**src/rtl/sasi_xfer_pkg.sv**
```systemverilog
package sasi_xfer_pkg;
   typedef enum logic [2:0] {
      ST_IDLE, ST_LOAD, ST_HOST, ST_STORE, ST_FMT, ST_DONE
   } xfer_state_e;

   typedef enum logic [2:0] {
      K_NONE, K_READ, K_WRITE, K_FMT, K_VERIFY
   } cmd_kind_e;

   localparam logic [7:0] OPC_READ   = 8'h08;
   localparam logic [7:0] OPC_WRITE  = 8'h0A;
   localparam logic [7:0] OPC_FMT    = 8'h06;
   localparam logic [7:0] OPC_VERIFY = 8'h0B;
   localparam logic [7:0] ERR_NONE   = 8'h00;
   localparam logic [7:0] ERR_SEEK   = 8'h0F;
endpackage

```
**src/rtl/sasi_cmd_decode.sv**
```systemverilog
module sasi_cmd_decode
   import sasi_xfer_pkg::*;
#(
   parameter int HI_BITS = 5,
   parameter int UNIT_W  = 1,
   parameter int CNT_W   = 8,
   localparam int LBA_W  = HI_BITS + 16
) (
   input  logic [7:0]        op,
   input  logic [7:0]        b1,
   input  logic [7:0]        b2,
   input  logic [7:0]        b3,
   input  logic [7:0]        b4,
   output cmd_kind_e         kind,
   output logic [LBA_W-1:0]  lba,
   output logic [UNIT_W-1:0] unit,
   output logic [CNT_W-1:0]  cnt
);
   if (HI_BITS + UNIT_W > 8) begin : g_bad_split
      $error("drive field does not fit in command byte 1");
   end
   if (CNT_W > 8) begin : g_bad_cnt
      $error("count wider than its command byte");
   end

   logic unused_b1;
   assign unused_b1 = ^b1;

   assign lba  = {b1[HI_BITS-1:0], b2, b3};
   assign unit = b1[HI_BITS +: UNIT_W];
   assign cnt  = b4[CNT_W-1:0];

   always_comb begin
      unique case (op)
         OPC_READ:   kind = K_READ;
         OPC_WRITE:  kind = K_WRITE;
         OPC_FMT:    kind = K_FMT;
         OPC_VERIFY: kind = K_VERIFY;
         default:    kind = K_NONE;
      endcase
   end
endmodule

```
**src/rtl/sasi_sector_buf.sv**
```systemverilog
module sasi_sector_buf #(
   parameter int DEPTH = 256,
   localparam int IDX_W = $clog2(DEPTH)
) (
   input  logic             clk,
   input  logic             clr,
   input  logic             st_we,
   input  logic [IDX_W-1:0] st_idx,
   input  logic [7:0]       st_wdata,
   output logic [7:0]       st_rdata,
   input  logic             host_we,
   input  logic [IDX_W-1:0] host_idx,
   input  logic [7:0]       host_wdata,
   output logic [7:0]       host_rdata
);
   if (DEPTH < 2 || (DEPTH & (DEPTH - 1)) != 0) begin : g_bad_depth
      $error("sector size must be a power of two");
   end

   logic [7:0] mem [DEPTH];

   always_ff @(posedge clk) begin
      if (clr) begin
         for (int i = 0; i < DEPTH; i++) mem[i] <= 8'h00;
      end else if (st_we) begin
         mem[st_idx] <= st_wdata;
      end else if (host_we) begin
         mem[host_idx] <= host_wdata;
      end
   end

   assign st_rdata   = mem[st_idx];
   assign host_rdata = mem[host_idx];
endmodule

```
**src/rtl/sasi_access_flags.sv**
```systemverilog
module sasi_access_flags #(
   parameter int UNITS = 2,
   localparam int UNIT_W = (UNITS > 1) ? $clog2(UNITS) : 1
) (
   input  logic              clk,
   input  logic              rst_n,
   input  logic              set,
   input  logic [UNIT_W-1:0] set_unit,
   input  logic              clr,
   output logic [UNITS-1:0]  flags
);
   for (genvar u = 0; u < UNITS; u++) begin : g_unit
      always_ff @(posedge clk or negedge rst_n) begin
         if (!rst_n)                                   flags[u] <= 1'b0;
         else if (set && set_unit == UNIT_W'(u))       flags[u] <= 1'b1;
         else if (clr)                                 flags[u] <= 1'b0;
      end
   end

   p_clear_r9: assert property (@(posedge clk) disable iff (!rst_n)
      clr && !set |=> flags == '0);
endmodule

```
**src/rtl/sasi_xfer_engine.sv**
```systemverilog
module sasi_xfer_engine
   import sasi_xfer_pkg::*;
#(
   parameter int HI_BITS     = 5,
   parameter int UNITS       = 2,
   parameter int CNT_W       = 8,
   parameter int SECT_BYTES  = 256,
   parameter int FMT_SECTORS = 33,
   parameter int FLAG_BASE   = 4,
   localparam int LBA_W  = HI_BITS + 16,
   localparam int UNIT_W = (UNITS > 1) ? $clog2(UNITS) : 1,
   localparam int PTR_W  = $clog2(SECT_BYTES),
   localparam int ADDR_W = LBA_W + PTR_W,
   localparam int FMT_W  = $clog2(FMT_SECTORS + 1)
) (
   input  logic              clk,
   input  logic              rst_n,
   input  logic              start,
   input  logic [7:0]        cmd_op,
   input  logic [7:0]        cmd_b1,
   input  logic [7:0]        cmd_b2,
   input  logic [7:0]        cmd_b3,
   input  logic [7:0]        cmd_b4,
   input  logic              host_rd,
   input  logic              host_wr,
   input  logic [7:0]        host_wdata,
   output logic [7:0]        host_rdata,
   output logic              drq,
   output logic              done,
   output logic [7:0]        err_code,
   output logic              st_req,
   output logic              st_we,
   output logic [ADDR_W-1:0] st_addr,
   output logic [UNIT_W-1:0] st_unit,
   input  logic              st_ack,
   input  logic              st_fail,
   input  logic [PTR_W-1:0]  st_buf_addr,
   input  logic              st_buf_we,
   input  logic [7:0]        st_buf_wdata,
   output logic [7:0]        st_buf_rdata,
   input  logic              acc_rd,
   output logic [7:0]        acc_flags
);
   if (FLAG_BASE + UNITS > 8) begin : g_bad_flags
      $error("access flags do not fit in a byte");
   end
   if (FMT_SECTORS < 1) begin : g_bad_fmt
      $error("format run must cover at least one sector");
   end

   xfer_state_e       state_q;
   logic [LBA_W-1:0]  lba_q;
   logic [CNT_W-1:0]  cnt_q;
   logic [UNIT_W-1:0] unit_q;
   logic [PTR_W-1:0]  ptr_q;
   logic [FMT_W-1:0]  fmt_q;
   logic              wr_q;
   logic [7:0]        err_q;

   cmd_kind_e         dec_kind;
   logic [LBA_W-1:0]  dec_lba;
   logic [UNIT_W-1:0] dec_unit;
   logic [CNT_W-1:0]  dec_cnt;

   sasi_cmd_decode #(.HI_BITS(HI_BITS), .UNIT_W(UNIT_W), .CNT_W(CNT_W)) u_dec (
      .op(cmd_op), .b1(cmd_b1), .b2(cmd_b2), .b3(cmd_b3), .b4(cmd_b4),
      .kind(dec_kind), .lba(dec_lba), .unit(dec_unit), .cnt(dec_cnt)
   );

   logic good_ack, buf_clr, host_we, st_fill;
   logic [7:0] buf_host_rd;
   logic [CNT_W-1:0] cnt_dec;
   logic last_byte;

   assign st_req    = (state_q == ST_LOAD) || (state_q == ST_STORE) || (state_q == ST_FMT);
   assign st_we     = (state_q == ST_STORE) || (state_q == ST_FMT);
   assign st_addr   = {lba_q, {PTR_W{1'b0}}};
   assign st_unit   = unit_q;
   assign drq       = (state_q == ST_HOST);
   assign done      = (state_q == ST_DONE);
   assign err_code  = err_q;
   assign good_ack  = st_req && st_ack && !st_fail;
   assign cnt_dec   = cnt_q - CNT_W'(1);
   assign last_byte = (ptr_q == PTR_W'(SECT_BYTES - 1));
   assign st_fill   = st_buf_we && (state_q == ST_LOAD);
   assign host_we   = drq && wr_q && host_wr;
   assign buf_clr   = (state_q == ST_IDLE && start && dec_kind == K_FMT)
                   || (state_q == ST_LOAD && good_ack && wr_q);
   assign host_rdata = (drq && !wr_q) ? buf_host_rd : 8'h00;

   sasi_sector_buf #(.DEPTH(SECT_BYTES)) u_buf (
      .clk(clk), .clr(buf_clr),
      .st_we(st_fill), .st_idx(st_buf_addr), .st_wdata(st_buf_wdata), .st_rdata(st_buf_rdata),
      .host_we(host_we), .host_idx(ptr_q), .host_wdata(host_wdata), .host_rdata(buf_host_rd)
   );

   logic [UNITS-1:0] flag_vec;
   sasi_access_flags #(.UNITS(UNITS)) u_flags (
      .clk(clk), .rst_n(rst_n), .set(good_ack), .set_unit(unit_q),
      .clr(acc_rd), .flags(flag_vec)
   );

   always_comb begin
      acc_flags = 8'h00;
      for (int u = 0; u < UNITS; u++) acc_flags[FLAG_BASE + u] = flag_vec[u];
   end

   always_ff @(posedge clk or negedge rst_n) begin
      if (!rst_n) begin
         state_q <= ST_IDLE;
         lba_q   <= '0;
         cnt_q   <= '0;
         unit_q  <= '0;
         ptr_q   <= '0;
         fmt_q   <= '0;
         wr_q    <= 1'b0;
         err_q   <= ERR_NONE;
      end else begin
         unique case (state_q)
            ST_IDLE: if (start && dec_kind != K_NONE) begin
               lba_q  <= dec_lba;
               cnt_q  <= dec_cnt;
               unit_q <= dec_unit;
               wr_q   <= (dec_kind == K_WRITE);
               fmt_q  <= '0;
               ptr_q  <= '0;
               if (dec_kind == K_FMT) begin
                  state_q <= ST_FMT;
               end else if (dec_kind == K_VERIFY) begin
                  state_q <= ST_DONE;
                  err_q   <= ERR_NONE;
               end else if (dec_cnt == '0) begin
                  state_q <= ST_DONE;
                  err_q   <= ERR_SEEK;
               end else begin
                  state_q <= ST_LOAD;
               end
            end
            ST_LOAD: if (st_ack) begin
               if (st_fail) begin
                  state_q <= ST_DONE;
                  err_q   <= ERR_SEEK;
               end else begin
                  ptr_q   <= '0;
                  state_q <= ST_HOST;
               end
            end
            ST_HOST: if (wr_q ? host_wr : host_rd) begin
               ptr_q <= ptr_q + PTR_W'(1);
               if (last_byte) begin
                  if (wr_q) begin
                     state_q <= ST_STORE;
                  end else begin
                     cnt_q <= cnt_dec;
                     if (cnt_dec != '0) begin
                        lba_q   <= lba_q + LBA_W'(1);
                        state_q <= ST_LOAD;
                     end else begin
                        state_q <= ST_DONE;
                        err_q   <= ERR_NONE;
                     end
                  end
               end
            end
            ST_STORE: if (st_ack) begin
               if (st_fail) begin
                  state_q <= ST_DONE;
                  err_q   <= ERR_SEEK;
               end else begin
                  cnt_q <= cnt_dec;
                  if (cnt_dec != '0) begin
                     lba_q   <= lba_q + LBA_W'(1);
                     state_q <= ST_LOAD;
                  end else begin
                     state_q <= ST_DONE;
                     err_q   <= ERR_NONE;
                  end
               end
            end
            ST_FMT: if (st_ack) begin
               if (st_fail) begin
                  state_q <= ST_DONE;
                  err_q   <= ERR_SEEK;
               end else if (fmt_q == FMT_W'(FMT_SECTORS - 1)) begin
                  state_q <= ST_DONE;
                  err_q   <= ERR_NONE;
               end else begin
                  fmt_q <= fmt_q + FMT_W'(1);
                  lba_q <= lba_q + LBA_W'(1);
               end
            end
            ST_DONE: state_q <= ST_IDLE;
            default: state_q <= ST_IDLE;
         endcase
      end
   end

   p_req_hold_r11: assert property (@(posedge clk) disable iff (!rst_n)
      st_req && !st_ack |=> st_req && $stable(st_addr) && $stable(st_we));

   p_zero_cnt_r2: assert property (@(posedge clk) disable iff (!rst_n)
      state_q == ST_IDLE && start && (dec_kind == K_READ || dec_kind == K_WRITE) && dec_cnt == '0
      |=> done && err_code == ERR_SEEK);

   p_fail_ends_r6: assert property (@(posedge clk) disable iff (!rst_n)
      st_req && st_ack && st_fail |=> done && err_code == ERR_SEEK && !drq);

   p_drq_after_load_r3: assert property (@(posedge clk) disable iff (!rst_n)
      st_req && !st_we && st_ack && !st_fail |=> drq);

   p_done_pulse_r12: assert property (@(posedge clk) disable iff (!rst_n)
      done |=> !done && $stable(err_code));
endmodule

```
**config.mk**
```make
export PLATFORM = sky130hd
export DESIGN_NAME = sasi_xfer_engine
export DESIGN_NICKNAME = d
export VERILOG_FILES = /design/src/rtl/sasi_xfer_pkg.sv /design/src/rtl/sasi_cmd_decode.sv /design/src/rtl/sasi_sector_buf.sv /design/src/rtl/sasi_access_flags.sv /design/src/rtl/sasi_xfer_engine.sv
export SDC_FILE = /design/constraint.sdc
export NUM_CORES = 2
export LEC_CHECK = 0
export CORE_ASPECT_RATIO = 1.25
export CORE_MARGIN = 2
export CORE_UTILIZATION = 43
export DETAILED_ROUTE_END_ITERATION = 10
export PLACE_DENSITY_LB_ADDON = 0.3
export REMOVE_ABC_BUFFERS = 1
export SYNTH_ARGS = -nofsm -noshare
export SYNTH_HDL_FRONTEND = slang
export SYNTH_HIERARCHICAL = 1
export SYNTH_SLANG_ARGS = --single-unit
```
**constraint.sdc**
```tcl
create_clock -name clk -period 5.1 [get_ports clk]
set_input_delay 0.51 -clock clk [delete_from_list [all_inputs] [get_ports clk]]
set_output_delay 0.51 -clock clk [all_outputs]
set_load 0.005 [all_outputs]
```
## Yosys cells after proc, flatten, opt, wreduce, memory -nomap -nowiden

Memories as Yosys holds them, arrays and structs flattened.
Cells that the tools add are included.

| storage, ports and cells | value |
|---|---|
| register bits | 58 |
| latch bits | 0 |
| RAM bits | 2048 |
| memory bits (read-only) | 0 |
| input port bits | 73 |
| output and inout port bits | 66 |
| word-level logic and storage cells | 165 |
| memories kept | 1 |

| operators by class | value |
|---|---|
| add/sub/neg operators | 4 |
| multipliers | 0 |
| divide/modulo/power cells | 0 |
| $lt $le $gt $ge | 0 |
| eq/ne operators | 29 |
| shift operators | 0 |
| muxes and demuxes | 81 |
| bitwise operators | 1 |
| reduce and logical (&&, ||, !) cells | 39 |

Memories:

| memory | words | bits a word | read ports | clocked after Yosys merged registers in | write ports | line | source |
|---|---|---|---|---|---|---|---|
| u_buf.mem | 256 | 8 | 2 | 0 | 256 | sasi_sector_buf.sv:20 | `logic [7:0] mem [DEPTH];` |

Operator list:

| kind | count |
|---|---|
| 8-bit two-way mux | 30 |
| 21-bit two-way mux | 10 |
| 21-bit case mux with 4 select lines | 1 |
| 8-bit case mux with 3 select lines | 2 |
| 3-bit two-way mux | 15 |
| 8-bit case mux with 5 select lines | 1 |
| 8-bit by 4-bit equality test with 1-bit output (second input constant) | 3 |
| 6-bit two-way mux | 4 |
| 21-bit by 1-bit adder with 21-bit output (second input constant) | 1 |
| 2-bit != test (second input constant) | 10 |
| 8-bit OR reduction | 2 |
| 1-bit two-way mux | 15 |
| 3-bit case mux with 5 select lines | 1 |
| 7-bit AND reduction | 2 |
| 1-bit logical AND | 13 |
| 3-bit by 2-bit equality test with 1-bit output (second input constant) | 4 |
| 3-bit case mux with 4 select lines | 1 |
| 6-bit case mux with 2 select lines | 1 |
| 12-bit AND reduction | 1 |
| 10-bit AND reduction | 1 |
| 5-bit AND reduction | 2 |
| 3-bit equality test (second input constant) | 3 |
| 3-bit nonzero test | 3 |
| 8-bit by 1-bit adder with 8-bit output (second input constant) | 1 |
| other kinds (19) | 27 |

## Logic depth before layout (Yosys ltp)

| depth | value |
|---|---|
| depth in word-level cells | 13 |
| depth in mapped cells | 17 |
| mapped depth without buffers | 12 |

## Cells and area by module

The synthesis kept the hierarchy.

By module, submodules not included:

| module | times used | cells an instance | area each (µm²) | seq. area each (µm²) |
|---|---|---|---|---|
| sasi_sector_buf | 1 | 7757 | 106098.0 | 61499.0 |
| sasi_xfer_engine | 1 | 445 | 3809.9 | 1401.3 |
| sasi_cmd_decode | 1 | 38 | 302.8 | 0.0 |
| sasi_access_flags | 1 | 8 | 82.6 | 50.0 |

## Least setup slack after synthesis

OpenSTA, ideal clock, no wires.

| timing path | value |
|---|---|
| path kind | input to register |
| from | input port cmd_op[5] |
| to | memory u_buf.mem[37][0], enable pin |
| library setup time | 334 ps |
| data arrival time | 4217 ps |
| required time | 4766 ps |
| path slack | 549 ps |
| stages on the path | 16 |
| buffers on the path | 4 |
| cell sequence | or4_4 -> a211oi_1 -> and3b_1 -> nand2_1 -> o22a_1 -> nor3_1 -> buf_2 -> or3b_1 -> buf_2 -> buf_2 -> nand2_1 -> a21oi_1 -> nor2b_1 -> buf_2 -> nand2_1 -> nand2b_1 |

RTL lines:

| element | line | source |
|---|---|---|
| from (decl) | sasi_xfer_engine.sv:19 | `input logic [7:0] cmd_op,` |
| to (decl) | sasi_sector_buf.sv:20 |  |

## Final worst setup path

| timing path | value |
|---|---|
| from | register ptr_q[3] |
| to | output port host_rdata[7] |

| on the way | value |
|---|---|
| cells in the longest elaborated chain, start to end | 2 |

RTL lines:

| element | line | source |
|---|---|---|
| from (decl) | sasi_xfer_engine.sv:55 | `logic [PTR_W-1:0] ptr_q;` |
| from (signal assigned) | sasi_xfer_engine.sv:149 | `ptr_q <= ptr_q + PTR_W'(1);` |
| memory read 256 x 8 bit | - |  |
| net buf_host_rd[7] | sasi_xfer_engine.sv:71 | `logic [7:0] buf_host_rd;` |
| 8-bit two-way mux | sasi_xfer_engine.sv:89 | `assign host_rdata = (drq && !wr_q) ? buf_host_rd : 8'h00;` |
| to (decl) | sasi_xfer_engine.sv:27 | `output logic [7:0] host_rdata,` |

The timed path passes the listed nets, and every way through them passes these cells.

==> metrics.txt <==
outcome finished with violations; failing checks negative setup slack; Post-Route Skew 0.0527 ns; leakage 46.7 nW; TritonCTS buffer count approximately 210; total power 43.1 mW; vias in the first global route between 70000 and 80000; worst min-delay path category input port to flip-flop; first-pass GRT wire length 562000 um; largest family of logic cells by synthesized area multiplexers; initial antenna violation count 7; H-tree Lvls 4; Die H 570 um; non-filler instance count after layout 12400; critical path depth in cells 10; dpl hpwl 282000 um; CTS clk-pin slew, worst paths 0.06 ns; Seq/Total Area, Yosys 57.1%; Worst IR Drop VDD roughly 270 uV; crit path kind flip-flop to output pin; Die ar. 261000 um2; Pre-antenna DRT Iters 6; worst-margin pin slew 1.40 ns; Final Wtd Congestion 0.989; Peak Freq between 150 and 200 MHz; Critical-path top delay cell dfrtp_2; mux contribution to synthesized area roughly a fifth; drt initial violations between 10000 and 15000; commonest non-fill, non-tap cell in the layout nor2_1; reg2reg path depth 9; max-cap violations 0; Syn Inst Count approximately 8200; CP arrival 4.63 ns; Bufs and invs on worst path 4; Buffers on Ports 122; vias post-DR about 80000; Ys Warns 6; Tmin final 5.14 ns; Adder-Cell Fraction of Synth Area 0.0681%; Total Nets Final 8994; Critical Path Max Stage Delay just over 0.7 ns; Final WS setup -0.0405 ns; DIE WIDTH 457 um; FILL cells 21200; core footprint 255000 um2; placed cells 12000; crit end category output pin; post-synth cell types 88; Antenna Nets Post-Route 0; most frequent cells in the layout 2162 x nor2_1, 2048 x edfxtp_1, 865 x mux4_2; share of cells above drive strength 1 between 20% and 30%; Post-synth EDFFs 2048; post-synthesis simple-gate area fraction between 10% and 20%; WP data required 4.59 ns; Critical R2R Launch state_q[2]; GRT overflow 0; setup violators final 3; flops & latches, synth 2106; largest net degree at the start of global routing 161; worst path cell trace buf_12 > and2_4 > buf_4 > a22oi_1 > a21oi_1 > nor4_1 > buf_4 > nor4_4 > and2_1 > clkdlybuf4s50_1; total wire length 395000 um; Final Hold Vio Count 0; CP max FO 20; clk sink count about 2100; final period utilization 101%; Post-Synth XOR/XNOR Area less than 1%; Initial Utilization 43.3%; area grow syn2layout 19.3%; row count 207; # IOs 139; worst r2r dst u_buf/mem[143][2]; routed wire length per instance roughly 32 um; final core utilization 51.6%; DRC 0; Critical Path Source ptr_q[3]; setup_tns -0.0708 ns; CTS Root Cell clkbuf_16; Setup crit start kind flip-flop; Final Max Tran Viols 0; Setup crit end host_rdata[7]; Post-Syn Area approximately 110000 um2; via/cell ratio 6.40; share of flip-flops with an asynchronous set or reset 2.75%; worst relative slew slack under 10%; GRT Total Usage 29.8%; top_reg_cell synth edfxtp_1; Top delay family on crit path buffers and inverters; source-to-sink clock delay at the later pin of the worst-skew pair 0.92 ns; syn_area_per_cell 13.4 um2; RSZ-0062 raised after global routing true; Most common cell on crit path buf_4; Worst R2R Setup Slack 0.66 ns; PwrDens ~330 nW/um2; post-synthesis compound-gate area fraction 6.13%; clk buf depth 4; TritonCTS clock tree built
[flip-flops by register name, summed over array words and instances, names as in the netlist]
register	flops
err_code	8
ptr_q	8
st_unit	1
lba_q	21
cnt_q	8
state_q	3
u_buf/mem	2048
u_flags/flags	2
wr_q	1
fmt_q	6
[synth_stat cells, types with 12 or more instances]
library cell / n / area [um2]
nor2_1: 2167 / 8130
edfxtp_1: 2048 / 61500
mux4_2: 865 / 19500
mux2i_1: 332 / 3320
clkbuf_1: 318 / 1190
nand2_1: 316 / 1190
a22oi_1: 297 / 2230
nand2b_1: 281 / 1760
buf_2: 280 / 1400
a21oi_1: 210 / 1050
buf_4: 110 / 826
o221ai_1: 80 / 701
o22ai_1: 76 / 475
o21ai_0: 71 / 355
nor3_1: 59 / 295
dfrtp_1: 58 / 1450
nand3_1: 49 / 245
nor4_1: 47 / 294
nand2_2: 46 / 288
buf_1: 44 / 165
a211oi_1: 43 / 323
mux2_2: 40 / 450
nor2b_1: 37 / 231
and2_1: 29 / 181
a31oi_1: 27 / 169
inv_1: 20 / 75.1
o211ai_1: 18 / 135
and3_1: 17 / 106
a22o_1: 16 / 140
nand4_1: 16 / 100
a311oi_1: 14 / 123
o22a_1: 14 / 123
a2111oi_0: 13 / 114
a221oi_1: 12 / 105
[power breakdown]
group	total (mW)	leakage (nW)	internal, mW	switching (mW)
clock network	16.4	3.49	9.47	6.95
logic	7.66	21.2	3.45	4.20
registers	19.1	22.0	18.9	0.192
total	43.1	46.7	31.8	11.3
[layer usage]
layer	vias up	global-route usage, %	routed length, um
met3	1195	5.04	38200
li1	32800	-	-
met5	-	0	13
met4	2	20.4	32700
met2	5101	50.0	192000
met1	40500	35.2	132000
[per-stage QoR]
| stage | setup WS, ns | hold WS [ns] | instance area (um2) |
|---|---|---|---|
| final | -0.0405 | 0.271 | 132000 |
| after global routing | -0.0176 | 0.263 | 132000 |
| after CTS | -0.0471 | 0.223 | 131000 |
| after detailed placement | -0.347 | 0.471 | 123000 |
| after global placement | -0.342 | 0.465 | 123000 |
| after floorplan | -18.81 | 0.214 | 107000 |
[final cells by class]
type	count	area, um2	area share (%)
diodes	5	12.5	0.00951
clock buffers	251	5580	4.24
clock inverters	135	1570	1.19
inverters	21	78.8	0.0599
multi-input cells	5376	44500	33.8
flip-flops and latches	2106	63000	47.9
well taps	3344	4180	3.18
repair buffers	1197	12700	9.64
[how the worst min path moves through the flow]
stage                      startpoint          endpoint  slack [ns]  depth (start not counted)
final                          acc_rd  u_flags/flags[0]        0.27                          2
after global routing        cmd_b1[5]           st_unit        0.26                          2
after CTS                      acc_rd  u_flags/flags[0]        0.22                          2
after detailed placement  err_code[4]       err_code[4]        0.47                          1
after global placement    err_code[0]       err_code[0]        0.46                          1
after floorplan                 rst_n          cnt_q[0]        0.21                          0
[kinds of logic after synthesis]
logic type,count (synthesis)
flops,2106
xor+xnor,8
fa+ha+maj,6
other cells,1
buf+inv,779
simple gates,3138
compound gates,970
mux,1240
[timing repair]
action | CTS | global route
setup buffers | 15 | 14
endpoints found under the hold margin | 58 | 0
hold buffers | 1 | 0
resized for setup | 80 | 44
endpoints found under the setup margin | 11 | 8
cloned | 6 | 0
pin swaps | 7 | 9
(Power assumes the default switching activity.)
